**src/rtl/dchan_pkg.sv**
```systemverilog
package dchan_pkg;

    localparam int ST_RUN   = 15;
    localparam int ST_PAUSE = 14;
    localparam int ST_FLUSH = 13;
    localparam int ST_WAKE  = 12;
    localparam int ST_DEAD  = 11;
    localparam int ST_ACT   = 10;

    // value bits a control write may apply
    localparam logic [15:0] CTL_WRITABLE = 16'hF0FF;

    localparam logic [3:0] IX_CTL   = 4'd0;
    localparam logic [3:0] IX_STAT  = 4'd1;
    localparam logic [3:0] IX_CPHI  = 4'd2;
    localparam logic [3:0] IX_CPLO  = 4'd3;
    localparam logic [3:0] IX_ISEL  = 4'd4;
    localparam logic [3:0] IX_BSEL  = 4'd5;
    localparam logic [3:0] IX_WSEL  = 4'd6;
    localparam logic [3:0] IX_XMODE = 4'd7;
    localparam logic [3:0] IX_D2HI  = 4'd8;
    localparam logic [3:0] IX_D2LO  = 4'd9;
    localparam logic [3:0] IX_SPA   = 4'd10;
    localparam logic [3:0] IX_ADHI  = 4'd11;
    localparam logic [3:0] IX_BRHI  = 4'd12;
    localparam logic [3:0] IX_SPB   = 4'd13;
    localparam logic [3:0] IX_SPC   = 4'd14;
    localparam logic [3:0] IX_SPD   = 4'd15;

    localparam int N_SPARE = 4;

    typedef struct packed {
        logic [15:0]               status;
        logic [31:0]               cmdptr;
        logic [31:0]               isel;
        logic [31:0]               bsel;
        logic [31:0]               wsel;
        logic [N_SPARE-1:0][31:0]  spare;
        logic                      start;
        logic                      irq;
    } chan_state_t;

    // Mask-and-value merge followed by derived-flag priority rules.
    function automatic logic [15:0] ctl_merge(input logic [15:0] old_st,
                                              input logic [31:0] wr);
        logic [15:0] msk;
        logic [15:0] val;
        logic [15:0] nst;
        msk = wr[31:16];
        val = wr[15:0] & CTL_WRITABLE;
        nst = (val & msk) | (old_st & ~msk);
        if (nst[ST_WAKE]) nst[ST_ACT] = 1'b1;
        if (nst[ST_RUN]) begin
            nst[ST_ACT]  = 1'b1;
            nst[ST_DEAD] = 1'b0;
        end
        if (nst[ST_PAUSE]) nst[ST_ACT] = 1'b0;
        if (old_st[ST_RUN] && !nst[ST_RUN]) begin
            nst[ST_ACT]  = 1'b0;
            nst[ST_DEAD] = 1'b0;
        end
        return nst;
    endfunction

endpackage

```
**src/rtl/dchan_addr_dec.sv**
```systemverilog
module dchan_addr_dec #(
    parameter int NUM_CH = 4,
    parameter int ADDR_W = 9,
    parameter int CH_W   = 2
) (
    input  logic [ADDR_W-1:0] addr_i,
    input  logic              wr_i,
    output logic [CH_W-1:0]   chan_o,
    output logic [3:0]        idx_o,
    output logic [NUM_CH-1:0] wr_sel_o
);
    // bit 6 and bits 1:0 take no part in decoding
    assign idx_o = addr_i[5:2];

    generate
        if (NUM_CH > 1) begin : g_multi
            assign chan_o = addr_i[7 +: CH_W];
        end else begin : g_single
            assign chan_o = '0;
        end
    endgenerate

    for (genvar c = 0; c < NUM_CH; c++) begin : g_sel
        assign wr_sel_o[c] = wr_i && (chan_o == CH_W'(c));
    end

endmodule

```
**src/rtl/dchan_chan.sv**
```systemverilog
module dchan_chan
    import dchan_pkg::*;
(
    input  logic        clk,
    input  logic        rst_n,
    input  logic        wr_i,
    input  logic [3:0]  idx_i,
    input  logic [31:0] wdata_i,
    input  logic        kill_i,
    input  logic        stop_i,
    output logic [31:0] rd_word_o,
    output logic [15:0] status_o,
    output logic [31:0] cmdptr_o,
    output logic        start_o,
    output logic        irq_o
);
    chan_state_t st_d, st_q;
    logic        ctl_wr;
    logic        busy_q;
    logic [15:0] nst;

    assign ctl_wr = wr_i && (idx_i == IX_CTL);
    assign busy_q = st_q.status[ST_RUN] || st_q.status[ST_ACT];

    always_comb begin
        st_d       = st_q;
        st_d.start = 1'b0;
        st_d.irq   = 1'b0;
        nst        = st_q.status;
        if (wr_i) begin
            case (idx_i)
                IX_CTL:  nst = ctl_merge(st_q.status, wdata_i);
                IX_STAT: nst = wdata_i[15:0];
                IX_CPLO: if (!busy_q) st_d.cmdptr = {wdata_i[31:4], 4'b0000};
                IX_ISEL: st_d.isel = wdata_i;
                IX_BSEL: st_d.bsel = wdata_i;
                IX_WSEL: st_d.wsel = wdata_i;
                IX_SPA:  st_d.spare[0] = wdata_i;
                IX_SPB:  st_d.spare[1] = wdata_i;
                IX_SPC:  st_d.spare[2] = wdata_i;
                IX_SPD:  st_d.spare[3] = wdata_i;
                default: ;
            endcase
        end
        if (stop_i) begin
            nst[ST_ACT]  = 1'b0;
            nst[ST_DEAD] = 1'b0;
        end
        if (kill_i) begin
            nst[ST_DEAD] = 1'b1;
            nst[ST_ACT]  = 1'b0;
            st_d.irq     = 1'b1;
        end
        st_d.status = nst;
        st_d.start  = ctl_wr && nst[ST_ACT];
    end

    always_ff @(posedge clk) begin
        if (!rst_n) st_q <= '0;
        else        st_q <= st_d;
    end

    always_comb begin
        case (idx_i)
            IX_STAT: rd_word_o = {16'h0000, st_q.status};
            IX_CPLO: rd_word_o = st_q.cmdptr;
            IX_ISEL: rd_word_o = st_q.isel;
            IX_BSEL: rd_word_o = st_q.bsel;
            IX_WSEL: rd_word_o = st_q.wsel;
            IX_SPA:  rd_word_o = st_q.spare[0];
            IX_SPB:  rd_word_o = st_q.spare[1];
            IX_SPC:  rd_word_o = st_q.spare[2];
            IX_SPD:  rd_word_o = st_q.spare[3];
            default: rd_word_o = 32'h0;
        endcase
    end

    assign status_o = st_q.status;
    assign cmdptr_o = st_q.cmdptr;
    assign start_o  = st_q.start;
    assign irq_o    = st_q.irq;

    assert_cmdptr_locked_R5: assert property (@(posedge clk) disable iff (!rst_n)
        (wr_i && idx_i == IX_CPLO && busy_q) |=> $stable(cmdptr_o));

    assert_cmdptr_aligned_R5: assert property (@(posedge clk) disable iff (!rst_n)
        cmdptr_o[3:0] == 4'b0000);

    assert_pause_wins_R3: assert property (@(posedge clk) disable iff (!rst_n)
        ctl_wr |=> !(status_o[ST_PAUSE] && status_o[ST_ACT]));

    assert_run_fall_R4: assert property (@(posedge clk) disable iff (!rst_n)
        (ctl_wr && status_o[ST_RUN] && !kill_i)
        |=> (status_o[ST_RUN] || (!status_o[ST_ACT] && !status_o[ST_DEAD])));

    assert_kill_R7: assert property (@(posedge clk) disable iff (!rst_n)
        kill_i |=> (status_o[ST_DEAD] && !status_o[ST_ACT] && irq_o));

    assert_irq_cause_R7: assert property (@(posedge clk) disable iff (!rst_n)
        !kill_i |=> !irq_o);

    assert_stop_R8: assert property (@(posedge clk) disable iff (!rst_n)
        (stop_i && !kill_i) |=> (!status_o[ST_ACT] && !status_o[ST_DEAD]));

    assert_start_active_R9: assert property (@(posedge clk) disable iff (!rst_n)
        start_o |-> status_o[ST_ACT]);

    assert_start_cause_R9: assert property (@(posedge clk) disable iff (!rst_n)
        !ctl_wr |=> !start_o);

endmodule

```
**src/rtl/dchan_csr_bank.sv**
```systemverilog
module dchan_csr_bank
    import dchan_pkg::*;
#(
    parameter int NUM_CH = 4,
    parameter int ADDR_W = $clog2(NUM_CH) + 7
) (
    input  logic                 clk,
    input  logic                 rst_n,
    input  logic                 bus_wr_i,
    input  logic                 bus_rd_i,
    input  logic [ADDR_W-1:0]    bus_addr_i,
    input  logic [31:0]          bus_wdata_i,
    output logic [31:0]          bus_rdata_o,
    input  logic [NUM_CH-1:0]    seq_kill_i,
    input  logic [NUM_CH-1:0]    seq_stop_i,
    output logic [NUM_CH-1:0]    seq_run_o,
    output logic [NUM_CH-1:0]    seq_flush_o,
    output logic [NUM_CH-1:0]    seq_wake_o,
    output logic [NUM_CH-1:0]    seq_active_o,
    output logic [NUM_CH-1:0]    seq_start_o,
    output logic [NUM_CH-1:0]    irq_o,
    output logic [32*NUM_CH-1:0] cmdptr_o
);
    localparam int CH_W = (NUM_CH > 1) ? $clog2(NUM_CH) : 1;

    logic [CH_W-1:0]         chan;
    logic [3:0]              idx;
    logic [NUM_CH-1:0]       wr_sel;
    logic [NUM_CH-1:0][31:0] rd_words;
    logic [31:0]             rdata_d, rdata_q;

    dchan_addr_dec #(
        .NUM_CH (NUM_CH),
        .ADDR_W (ADDR_W),
        .CH_W   (CH_W)
    ) u_dec (
        .addr_i   (bus_addr_i),
        .wr_i     (bus_wr_i),
        .chan_o   (chan),
        .idx_o    (idx),
        .wr_sel_o (wr_sel)
    );

    for (genvar c = 0; c < NUM_CH; c++) begin : g_ch
        logic [15:0] status;
        dchan_chan u_chan (
            .clk       (clk),
            .rst_n     (rst_n),
            .wr_i      (wr_sel[c]),
            .idx_i     (idx),
            .wdata_i   (bus_wdata_i),
            .kill_i    (seq_kill_i[c]),
            .stop_i    (seq_stop_i[c]),
            .rd_word_o (rd_words[c]),
            .status_o  (status),
            .cmdptr_o  (cmdptr_o[32*c +: 32]),
            .start_o   (seq_start_o[c]),
            .irq_o     (irq_o[c])
        );
        assign seq_run_o[c]    = status[ST_RUN];
        assign seq_flush_o[c]  = status[ST_FLUSH];
        assign seq_wake_o[c]   = status[ST_WAKE];
        assign seq_active_o[c] = status[ST_ACT];
    end

    always_comb begin
        rdata_d = rdata_q;
        if (bus_rd_i) begin
            rdata_d = 32'h0;
            for (int c = 0; c < NUM_CH; c++) begin
                if (chan == CH_W'(c)) rdata_d = rd_words[c];
            end
        end
    end

    always_ff @(posedge clk) begin
        if (!rst_n) rdata_q <= '0;
        else        rdata_q <= rdata_d;
    end

    assign bus_rdata_o = rdata_q;

    assert_rdata_hold_R11: assert property (@(posedge clk) disable iff (!rst_n)
        !bus_rd_i |=> $stable(bus_rdata_o));

endmodule

```
**config.mk**
```make
export PLATFORM = sky130hd
export DESIGN_NAME = dchan_csr_bank
export DESIGN_NICKNAME = d
export VERILOG_FILES = /design/src/rtl/dchan_pkg.sv /design/src/rtl/dchan_addr_dec.sv /design/src/rtl/dchan_chan.sv /design/src/rtl/dchan_csr_bank.sv
export SDC_FILE = /design/constraint.sdc
export NUM_CORES = 2
export LEC_CHECK = 0
export BUFFER_PORTS_ARGS = -buffer_cell sky130_fd_sc_hd__buf_2
export CAP_MARGIN = 0
export CORE_UTILIZATION = 35
export CTS_BUF_LIST = sky130_fd_sc_hd__clkbuf_8
export DETAILED_ROUTE_END_ITERATION = 16
export RECOVER_POWER = 100
export SLEW_MARGIN = 20
export SYNTH_ARGS = -nofsm -noshare
export SYNTH_HDL_FRONTEND = slang
export SYNTH_SLANG_ARGS = --single-unit
```
**constraint.sdc**
```tcl
create_clock -name clk -period 5.8 [get_ports clk]
set_input_delay 0.58 -clock clk [delete_from_list [all_inputs] [get_ports clk]]
set_output_delay 0.58 -clock clk [all_outputs]
set_load 0.02 [all_outputs]
```
Word-level counts from Yosys, hierarchy flattened
Index checks and enable logic that the tools add are counted.
{ "totals": {"regBits": 1112, "out_inout_bits": 184, "word_cells": 198, "input_bits": 53} }
{ "classes": {"reduce_logical": 75, "n_mux": 44, "n_bitwise": 14, "n_eq_ne": 12} }
{ "ops": {"columns": ["operator", "n"], "rows": [
  ["32-bit one-hot mux with 9 select lines", 4],
  ["32-bit 2-to-1 mux", 4],
  ["16-bit one-hot mux with 2 select lines", 4],
  ["16-bit bitwise AND", 5],
  ["2-bit AND reduction", 36],
  ["16-bit bitwise OR", 4],
  ["12-bit 2-to-1 mux", 4],
  ["2-bit 2-to-1 mux", 16],
  ["4-bit == test, second input constant", 4],
  ["1-bit logical AND", 16],
  ["16-bit NOT", 1],
  ["4-bit nonzero test", 4],
  ["4-bit by 3-bit == test with 1-bit output, second input constant", 3],
  ["1-bit 2-to-1 mux", 12],
  ["3-bit AND reduction", 4],
  ["3-bit nonzero test", 4],
  ["2-bit == test, second input constant", 2],
  ["4-bit by 1-bit == test with 1-bit output, second input constant", 1],
  ["4-bit by 2-bit == test with 1-bit output, second input constant", 1],
  ["1-bit logical NOT", 4],
  ["4-bit logical NOT", 1],
  ["1-bit logical OR", 4],
  ["1-bit NOT", 4],
  ["2-bit by 1-bit == test with 1-bit output, second input constant", 1],
  ["2 further kinds", 2]
]} }

Logic depth before layout (Yosys ltp)
{ "logic_depth": {"depth_word": 12, "mapped_depth": 11, "mapped_depth_nobuf": 6} }

Modules after synthesis
A second synthesis with hierarchy kept.
{ "unflattened": {"hier_cells": 6288, "area_unflattened_um2": 48858.1} }
{ "modules_own_cells": {"columns": ["module", "area_per_inst_um2", "seq_area_each_um2", "cells_per_inst", "n_inst"], "rows": [
  ["dchan_chan", 11692.5, 5405.2, 1524, 4],
  ["dchan_csr_bank", 2005.7, 640.6, 182, 1],
  ["dchan_addr_dec", 82.6, 0.0, 10, 1]
]} }

Least setup slack after synthesis
Ideal clock, no wire load.
{ "synth_timing": {"kind": "input to register", "from": "in bus_addr_i[4]", "to": "reg rdata_q[3] (netlist: bus_rdata_o[3])", "setup_time_ps": 119, "t_required_ps": 5681, "slack_ps": 3513, "arrival_ps": 2169, "n_path_buf": 4, "path_stages": 9, "cell_sequence": "buf_4 buf_4 buf_2 buf_4 mux2i_1 o21ai_0 a222oi_1 o21ai_0 o221a_2"} }
{ "synth_via": {"elab_chain_len": 6, "elab_cells_between_ends": 17, "classes_between": "eq/ne (9); mux (8)"} }
{ "synth_rtl": {"columns": ["item", "line", "rtl"], "rows": [
  ["start, declared", "dchan_csr_bank.sv:11", "input logic [ADDR_W-1:0] bus_addr_i,"],
  ["4-bit == test (tied with other cells)", "dchan_chan.sv:64", "case (idx_i)"],
  ["32-bit one-hot mux with 9 select lines", "dchan_chan.sv:64", null],
  ["32-bit 2-to-1 mux (3 in series)", "dchan_csr_bank.sv:71", "if (chan == CH_W'(c)) rdata_d = rd_words[c];"],
  ["32-bit 2-to-1 mux (*)", "dchan_csr_bank.sv:71", null],
  ["end signal, assigned", "dchan_csr_bank.sv:78", "else rdata_q <= rdata_d;"],
  ["end, declared", "dchan_csr_bank.sv:30", "logic [31:0] rdata_d, rdata_q;"]
]} }
Every way passes the cells marked *; elsewhere a longest branch is shown, timed or not.
A chain may end at the register's enable or synchronous reset.

Final worst setup path
{ "layout_timing": {"from": "in bus_addr_i[3]", "to": "reg rdata_q[3] (netlist: bus_rdata_o[3])"} }
Same word-level chain as after synthesis.

==> reports/metrics.cfg <==
[detailed_routing]
avgViaCountPerCell = 6.09
dr.pass1.iters = 7
drtIter0Drc = 8268
drc = 0
postRouteWirelength_um = 263000
final_antenna_net_count = 0
vias = 51192
post_drt_wl_per_cell_um = 31.3

[yosys]
yosys.area.top_type = dfxtp_1
yosysTopAreaCellShare = 0.431
synthTopCellsByArea = dfxtp_1 (43%), nand2_1 (16%), a21boi_0 (12%), a22oi_1 (3.6%), a21boi_1 (3.1%)
synth.distinct_cells = 87
async_flop_share = 0
syn_inst = 6425
synth_edf_count = 0
seq_area_frac_synth = 0.431
syn-cell-area_sq_um = 51700
synth-main-ff-cell = dfxtp_1
avgSynthCellArea_sq_um = 8.05
synth_seq_cells = 1112
yosysWarnings = 0

[place]
place_hpwl_um = 168000
io_buffers = 217
dp_slack_ns = 1.19
dpl.cell_count = 8067
gp_congestion = 1.04

[timing]
fin_crit_ns = 5.02
finalSetupViolCount = 0
fin_tns_setup_ns = 0
max_slew_margin = -1.23
hold_viol = 0
finClkSkew_ns = 0.0496
period_share = 0.866
tightestPinTransition_ns = 3.35
setup_ws_ns = 0.778
fmax_ghz = 0.199
maxSlewViolCount = 979
rsz0062_at_grt = no

[clock_tree]
post_cts_buffers = 0
cts_buffers = 183
path_clk_slew_ns = 0.06
cts.sinks = 1112
cts_tree = built
clockBufferDepth = 3
cts_root_buf = clkbuf_8
clk_latency_ns = 0.98
htree_levels = 4

[layout]
fillerInstances = 14995
seq_area_sq_um = 22300
postLayoutCoreUtil = 0.389
drive_above_1_share = 0.0953
area_growth_pct = 10.1
multi_input_area_sq_um = 25600
layout.nets = 6393
finalNonFillerCells = 8411

[global_route]
grt_pass1_wl_um = 362000
grt_pass1_vias = 46227
antenna_found_initial = 27
overflow = 0
track_usage = 0.342
grt_max_degree = 184

[hold_path]
hold_path_depth = 3
min_from = seq_stop_i[2]
holdPathEnd = g_ch[2].u_chan.status_o[11]
worst_hold_path_type = in2reg

[setup_path]
timing.rr.start = g_ch[1].u_chan.status_o[10]
r2r_end = g_ch[1].u_chan.cmdptr_o[10]
required_ns = 6.70
crit_fanout = 31
worstPathCellList = buf_4, clkbuf_1, nor3b_2, a22oi_1, o221ai_1, nor4b_1, o221a_2
crit_family = simple AND/OR/NAND/NOR gates
reg2reg_depth = 5
cp_num_cells = 7
setup.worst_path.class = in2reg
cp_slowest_cell = nor3b_2
regToRegSetupSlack_ns = 2.67
startpoint_type = input pin
critPathCaptureType = flip-flop
slowest_delay_ns = 1.48
path_buf_inv = 2
worstPathArrival_ns = 5.92

[pwr]
p_total_w = 0.0162
p_per_area_nw_per_um2 = 286
leakage_nw = 18.0
ir_drop_v = 0.000159

[flow_run]
maxCapViolCount = 34

[die]
core_area_sq_um = 146000
die-area_sq_um = 149000
start_util = 0.354
pin_count = 237
die_height_um = 386
rows = 140
die_x_um = 386

[outcome]
status = complete, but fails checks
violations = capacitance limit, slew limit

layout by cell type, fill, tap and decap left out, drive strengths merged, types with 55 or more instances in the layout:
cell type / instances
a21oi: 87
a22oi: 248
a21boi: 1063
inv: 87
o21ai: 159
buf: 257
nor2: 127
clkbuf: 451
mux2i: 102
o22ai: 55
nand2: 2198
dfxtp: 1112
flip-flops by register name (all words and copies together), names as in the netlist:
name and count:
bus_rdata_o 32, g_ch.u_chan.cmdptr_o 112, g_ch.u_chan.start_o 4, g_ch.u_chan.st_q 896
g_ch.u_chan.irq_o 4, g_ch.u_chan.status_o 64
repair_timing:
item / CTS / global route
hold buffers: 5 / 0
hold endpoints to repair: 9 / 0
resized for setup: 0 / 0
tightest hold or removal path, cell delays in order:
cell    delay (ns)
buf_2         0.16
nor2_1        0.11
o21a_1        0.10
metrics by stage:
stage	hold slack [ns]	area (sq um)
global route	0.0703	56800
CTS	0.0199	57400
floorplan	0.433	51700
finish	0.0577	56900
global placement	0.438	53700
detailed placement	0.444	53700
where the power goes:
group	internal, W	switching (W)
Sequential	0.00768	0.0000397
Combinational	0.000321	0.00109
Clock	0.00365	0.00345
cell type report:
type / count / share of cell area
Clock buffer: 229 / 0.0554
Antenna cell: 19 / 0.000836
Clock inverter: 91 / 0.00924
Multi-Input combinational cell: 4540 / 0.450
Inverter: 19 / 0.00125
Sequential cell: 1112 / 0.391
Tap cell: 1917 / 0.0422
Timing Repair Buffer: 484 / 0.0496
synth_stat cells (all sizes together), types with 10 or more instances:
library cell  instances
o22a                 10
a2111oi              18
nor4                 13
a211oi               25
nor3b                10
dfxtp              1112
a21oi                87
o211ai               23
mux2                 21
nand2              2198
buf                 384
o2111a               11
a21boi             1063
mux2i               102
a222oi               10
a221oi               52
and2                 12
a221o                15
nor2                127
nor2b                18
clkbuf              385
o22ai                55
a22oi               248
a22o                 52
nand3                19
inv                  18
o221ai               39
o21ai               159
nor3                 14
layer usage:
layer  part of all wire  routed length (um)  track usage
met1               0.37               97600        0.430
met2               0.40              105000        0.483
met3               0.14               36500        0.115
met4              0.088               23200        0.251
met5            0.00098                 257            0
kinds of logic (layout without fill, tap and decap cells):
group,count (synthesis),after routing,share of synthesized area
simple gates,2460,2460,0.191
mux,123,123,0.0243
flops,1112,1112,0.431
buf+inv,788,823,0.0766
compound gates,1940,1940,0.277
other cells,1,35,0.0000725
xor+xnor,1,1,0.000169
how the worst max path moves through the flow:
stage	endpoint	startpoint	slack [ns]
finish	bus_rdata_o[3]	bus_addr_i[3]	0.78
global route	g_ch[2].u_chan.st_q[95]	bus_addr_i[7]	1.14
CTS	bus_rdata_o[6]	bus_addr_i[3]	2.20
global placement	bus_rdata_o[6]	bus_addr_i[3]	1.21
floorplan	bus_rdata_o[3]	bus_addr_i[4]	3.51
detailed placement	bus_rdata_o[6]	bus_addr_i[3]	1.19
No activity file was read; power rests on OpenSTA's default activity.
